**config.mk**
```make
export PLATFORM = sky130hd
export DESIGN_NAME = supply_window_mon
export DESIGN_NICKNAME = d
export VERILOG_FILES = /design/src/rtl/swm_pkg.sv /design/src/rtl/swm_hyst_cmp.sv /design/src/rtl/swm_settle.sv /design/src/rtl/supply_window_mon.sv
export SDC_FILE = /design/constraint.sdc
export NUM_CORES = 1
export LEC_CHECK = 0
export BUFFER_PORTS_ARGS = -buffer_cell sky130_fd_sc_hd__buf_2
export CAP_MARGIN = 10
export CORE_MARGIN = 2
export CORE_UTILIZATION = 40
export CTS_CLUSTER_DIAMETER = 60
export DETAILED_ROUTE_END_ITERATION = 10
export HOLD_SLACK_MARGIN = 0.02
export MAX_ROUTING_LAYER = met4
export SKIP_LAST_GASP = 1
export SLEW_MARGIN = 20
export SYNTH_ARGS = -nofsm -noshare
export SYNTH_HDL_FRONTEND = slang
export SYNTH_SLANG_ARGS = --single-unit
```
**constraint.sdc**
```tcl
create_clock -name clk -period 3.3 [get_ports clk]
set_clock_uncertainty 0.15 [all_clocks]
set_input_delay 0.165 -clock clk [delete_from_list [all_inputs] [get_ports clk]]
set_output_delay 0.165 -clock clk [all_outputs]
set_load 0.05 [all_outputs]
```
**src/rtl/swm_pkg.sv**
```systemverilog
package swm_pkg;
  localparam int unsigned DEF_SAMPLE_W  = 12;
  localparam int unsigned DEF_FILT_W    = 16;
  localparam int unsigned DEF_UV_MV     = 2864;
  localparam int unsigned DEF_OV_MV     = 3072;
  localparam int unsigned DEF_HYST_MV   = 160;

  typedef enum logic { FLAG_WHEN_ABOVE = 1'b0, FLAG_WHEN_BELOW = 1'b1 } flag_sense_e;
endpackage

```
**src/rtl/swm_hyst_cmp.sv**
```systemverilog
module swm_hyst_cmp
  import swm_pkg::*;
#(
  parameter int unsigned W     = DEF_SAMPLE_W,
  parameter flag_sense_e SENSE = FLAG_WHEN_ABOVE
) (
  input  logic         clk,
  input  logic         rst_n,
  input  logic [W-1:0] sample,
  input  logic [W-1:0] thresh,
  input  logic [W-1:0] hyst,
  output logic         flag
);
  // Release point of the limit, saturating at zero.
  function automatic logic [W-1:0] release_point(input logic [W-1:0] t, input logic [W-1:0] h);
    return (h > t) ? '0 : (t - h);
  endfunction

  logic         above_q;
  logic [W-1:0] rel_lvl;
  logic         rise_evt;
  logic         fall_evt;

  assign rel_lvl  = release_point(thresh, hyst);
  assign rise_evt = !above_q && (sample > thresh);
  assign fall_evt = above_q && (sample < rel_lvl);

  always_ff @(posedge clk or negedge rst_n) begin
    if (!rst_n)        above_q <= 1'b0;
    else if (rise_evt) above_q <= 1'b1;
    else if (fall_evt) above_q <= 1'b0;
  end

  generate
    if (SENSE == FLAG_WHEN_BELOW) begin : g_below
      assign flag = !above_q;
    end else begin : g_above
      assign flag = above_q;
    end
  endgenerate

  AST_RISE_STRICT: assert property (@(posedge clk) disable iff (!rst_n)
    (!above_q && sample > thresh) |=> above_q);
  AST_NO_RISE_AT_THR: assert property (@(posedge clk) disable iff (!rst_n)
    (!above_q && sample <= thresh) |=> !above_q);
  AST_HOLD_IN_BAND: assert property (@(posedge clk) disable iff (!rst_n)
    (above_q && sample >= release_point(thresh, hyst)) |=> above_q);
  AST_FALL_BELOW_REL: assert property (@(posedge clk) disable iff (!rst_n)
    (above_q && sample < release_point(thresh, hyst)) |=> !above_q);
endmodule

```
**src/rtl/swm_settle.sv**
```systemverilog
module swm_settle
  import swm_pkg::*;
#(
  parameter int unsigned CW = DEF_FILT_W
) (
  input  logic          clk,
  input  logic          rst_n,
  input  logic          raw_ok,
  input  logic          tick,
  input  logic [CW-1:0] len,
  output logic          good
);
  localparam int unsigned XW = CW + 1;

  function automatic logic [XW-1:0] eff_len(input logic [CW-1:0] l);
    return (l == '0) ? XW'(1) : {1'b0, l};
  endfunction

  logic [CW-1:0] cnt_q;
  logic          good_q;
  logic          mismatch;
  logic          expire;

  assign mismatch = (raw_ok != good_q);
  assign expire   = tick && mismatch && (({1'b0, cnt_q} + XW'(1)) >= eff_len(len));

  always_ff @(posedge clk or negedge rst_n) begin
    if (!rst_n) begin
      cnt_q  <= '0;
      good_q <= 1'b0;
    end else if (!mismatch) begin
      cnt_q  <= '0;
    end else if (expire) begin
      cnt_q  <= '0;
      good_q <= raw_ok;
    end else if (tick) begin
      cnt_q  <= cnt_q + CW'(1);
    end
  end

  assign good = good_q;

  AST_RESTART_ON_MATCH: assert property (@(posedge clk) disable iff (!rst_n)
    !mismatch |=> (cnt_q == '0));
  AST_HOLD_ON_MATCH: assert property (@(posedge clk) disable iff (!rst_n)
    !mismatch |=> $stable(good_q));
  AST_ONLY_ON_TICK: assert property (@(posedge clk) disable iff (!rst_n)
    !tick |=> $stable(good_q));
endmodule

```
**src/rtl/supply_window_mon.sv**
```systemverilog
module supply_window_mon
  import swm_pkg::*;
#(
  parameter int unsigned SAMPLE_W = DEF_SAMPLE_W,
  parameter int unsigned FILT_W   = DEF_FILT_W
) (
  input  logic                clk,
  input  logic                rst_n,
  input  logic [SAMPLE_W-1:0] sample,
  input  logic [SAMPLE_W-1:0] uv_thresh,
  input  logic [SAMPLE_W-1:0] uv_hyst,
  input  logic [SAMPLE_W-1:0] ov_thresh,
  input  logic [SAMPLE_W-1:0] ov_hyst,
  input  logic [FILT_W-1:0]   filt_len,
  input  logic                tick,
  output logic                supply_good,
  output logic                uv_flag,
  output logic                ov_flag
);
  logic in_window;

  swm_hyst_cmp #(.W(SAMPLE_W), .SENSE(FLAG_WHEN_BELOW)) u_uv (
    .clk(clk), .rst_n(rst_n), .sample(sample),
    .thresh(uv_thresh), .hyst(uv_hyst), .flag(uv_flag)
  );

  swm_hyst_cmp #(.W(SAMPLE_W), .SENSE(FLAG_WHEN_ABOVE)) u_ov (
    .clk(clk), .rst_n(rst_n), .sample(sample),
    .thresh(ov_thresh), .hyst(ov_hyst), .flag(ov_flag)
  );

  assign in_window = !uv_flag && !ov_flag;

  swm_settle #(.CW(FILT_W)) u_settle (
    .clk(clk), .rst_n(rst_n), .raw_ok(in_window),
    .tick(tick), .len(filt_len), .good(supply_good)
  );

  AST_GOOD_NEEDS_CHANGE: assert property (@(posedge clk) disable iff (!rst_n)
    (supply_good == in_window) |=> $stable(supply_good));
endmodule

```
==> flow_summary.json <==
{
  "path_clk_slew_ps": 80,
  "critPathSlowestCell": "fa_2",
  "drt-total-wl_mm": 10.3,
  "fillCellCount": 1015,
  "layout_common_cells": "ha_1 (87), buf_2 (81), inv_1 (72), buf_4 (41), nor2_1 (28)",
  "finalSetupViolCount": 0,
  "fin_cells": 749,
  "syn_inst": 495,
  "final-hold-violation-count": 0,
  "antenna_cells": 0,
  "dp_hpwl_mm": 8.78,
  "rsz0062_at_grt": "yes",
  "r2r-start": "u_settle.cnt_q[0]",
  "p_int_w": 0.000701,
  "final.min_clock_period_ps": 3180,
  "avgSynthCellArea_um2": 7.89,
  "leakagePower_nw": 2.66,
  "final_common_cell": "ha_1",
  "vias": 4003,
  "die_h_um": 103,
  "crit_fanout": 5,
  "slew_violations": 0,
  "synth_top_area_frac": 0.279,
  "p_per_area_nw_per_um2": 256,
  "synthesis.area_um2": 3910,
  "report.power.total_w": 0.00125,
  "clock_latency_ps": 260,
  "seq_area_frac_synth": 0.122,
  "numCtsBuffers": 3,
  "core-area_um2": 9640,
  "track_usage": 0.198,
  "dp_cells": 743,
  "ys_top_cells_by_area": "ha_1 (28%), dfrtp_1 (12%), inv_1 (6.9%)",
  "status": "finished clean",
  "port_buffers": 81,
  "critPathLaunchType": "input pin",
  "grt_pass1_wl_mm": 16.5,
  "drt_iter0_drc": 119,
  "ys_types": 56,
  "ctsRootBufferMaster": "clkbuf_8",
  "ys_dominant_reg_cell": "dfrtp_1",
  "ys_seq_elements": 19,
  "drv_cap": 0,
  "comb_power_share": 0.648,
  "ir_drop_v": 0.000137,
  "tightest_slew_ps": 513,
  "required_ps": 3360,
  "critPathKind": "input pin to register",
  "row_count": 36,
  "grt_pass1_vias": 3714,
  "fin_crit_sh": 0.963,
  "route.detailed.wl_per_inst_um": 13.7,
  "drive_above_1_share": 0.244,
  "crit_path_max_incr_delay_ps": 350,
  "grt_max_degree": 20,
  "seqCellArea_um2": 477,
  "cts_buffer_depth": 2,
  "crit_start": "uv_thresh[0]",
  "synth_top_cell_by_area": "ha_1",
  "remaining_drc_errors": 0,
  "multi_input_area_um2": 3180,
  "vias_per_cell": 5.34,
  "path_cells": "buf_2, inv_1, ha_1, fa_2, nand2b_4, a21oi_2, buf_4, o211ai_1, a21oi_2, o21ai_1, mux2_1, ha_1, nand2_2, a2111oi_4, buf_4, nand3_1, o31ai_2, and3_1",
  "cts_sinks": 19,
  "swShare": 0.440,
  "grt_antenna_before_repair": 0,
  "routabilityCongestion": 0.902,
  "worstPathArrival_ps": 3230,
  "hp-class": "input pin to register",
  "fmax_mhz": 315,
  "drtPass1Iterations": 4,
  "max_slew_margin": 0.649,
  "area_growth_pct": 25.2,
  "clkPwrFrac": 0.139,
  "p_seq_frac": 0.214,
  "synth_fp_nets": 663,
  "whs_ps": 187,
  "yosysWarnings": 0,
  "die_width_um": 103,
  "cts_tree": "done",
  "p_switching_w": 0.000551,
  "ant_nets": 0,
  "nets": 785,
  "min_from": "tick",
  "grt-ovfl-total": 0,
  "boundaryPins": 82,
  "synthArstFlopShare": 1.00,
  "synth_edf_count": 0,
  "cp-end-kind": "register",
  "start_util": 0.405,
  "ctsHtreeMaxLevel": 1,
  "dieArea_um2": 10600
}
==> stage by stage <==
| stage | setup TNS (ps) | util | setup WS, ps | cell area [µm²] |
|---|---|---|---|---|
| final | 0 | 0.507 | 123 | 4890 |
| after global routing | -29.2 | 0.507 | -29.2 | 4890 |
| after CTS | -22.7 | 0.501 | -22.7 | 4830 |
| after detailed placement | -425 | 0.494 | -425 | 4760 |
| after global placement | -243 | 0.494 | -230 | 4760 |
| after floorplan | 0 | - | 34.6 | 3910 |
==> critical path, delay by kind of cell <==
kind            cells  cell delay [ps]
fa+ha+maj           3              880
simple gates        4              480
buf+inv             4              420
mux                 1              290
compound gates      6              980
==> worst paths after layout <==
path	endpoint	slack [ps]	cells past startpoint
setup / recovery	u_uv.above_q	120	18
hold / removal	u_settle.good	190	3
setup reg to reg	u_settle.good	190	10
hold reg to reg	u_settle.cnt_q[13]	380	1
max in group asynchronous	u_settle.cnt_q[3]	2420	2
min in group asynchronous	u_settle.cnt_q[11]	240	2
==> layer usage <==
layer  wire length [µm]  up-vias  GRT usage  part of all wire
li1                   -     2060          -                 -
met1               4700     1856      0.242              0.46
met2               5160       75      0.365              0.50
met3                267       12     0.0149             0.026
met4                131        0     0.0294             0.013
met5                  0        -          -                 0
==> power groups by stage <==
stage | logic, W | clock network [W] | registers, W
2_1_floorplan | 0.000517 | 0 | 0.000293
3_3_place_gp | 0.000771 | 0 | 0.000272
3_5_place_dp | 0.000791 | 0 | 0.000272
4_1_cts | 0.000798 | 0.000178 | 0.000268
5_1_grt | 0.000905 | 0.000188 | 0.000272
6_report | 0.000811 | 0.000173 | 0.000268
==> final cells by class <==
| type | count | share of cell area |
|---|---|---|
| Clock inverter | 1 | 0.00153 |
| Timing Repair Buffer | 124 | 0.152 |
| Sequential cell | 19 | 0.0975 |
| Inverter | 73 | 0.0560 |
| Multi-Input combinational cell | 396 | 0.651 |
| Tap cell | 133 | 0.0340 |
| Clock buffer | 3 | 0.00844 |
==> synth_stat cells, types with 2 or more instances <==
cell type	count
nand3b_1	4
fa_1	2
a21oi_1	29
o211a_1	4
o31ai_1	3
nor2b_1	6
mux2i_1	8
dfrtp_1	19
and3_1	10
nor2_1	29
clkbuf_1	5
nor3_1	6
a211oi_1	8
nand4_1	14
ha_1	87
a21o_1	19
o211ai_1	6
o21ai_0	12
or4_1	3
and4_1	2
nand2_1	22
xor2_1	6
a31o_2	3
a211o_1	3
mux2_1	2
xnor2_1	15
nor4_1	4
o21ai_1	9
a22o_1	8
nand3_1	18
and2_1	3
inv_1	72
or3_1	2
a2111oi_0	5
a31oi_1	9
nand2b_1	9
o21a_1	10
==> what timing repair did <==
item | 4_1_cts | 5_1_grt
cloned | 0 | 0
endpoints found under the setup margin | 6 | 14
hold endpoints to repair | 19 | 0
hold buffers | 1 | 0
pin swaps | 0 | 5
resized for setup | 3 | 12
buffers inserted | 0 | 1
==> state kept, by name, indices dropped and copies added, names as in the netlist <==
| signal | cells |
|---|---|
| u_settle.cnt_q | 16 |
| u_ov.flag | 1 |
| u_settle.good | 1 |
| u_uv.above_q | 1 |
==> logic make-up after synthesis <==
| kind of cell | share of synthesized area |
|---|---|
| buf+inv | 0.0791 |
| flops | 0.122 |
| mux | 0.0291 |
| fa+ha+maj | 0.289 |
| xor+xnor | 0.0513 |
| simple gates | 0.185 |
| compound gates | 0.244 |
(Power assumes the default switching activity.)
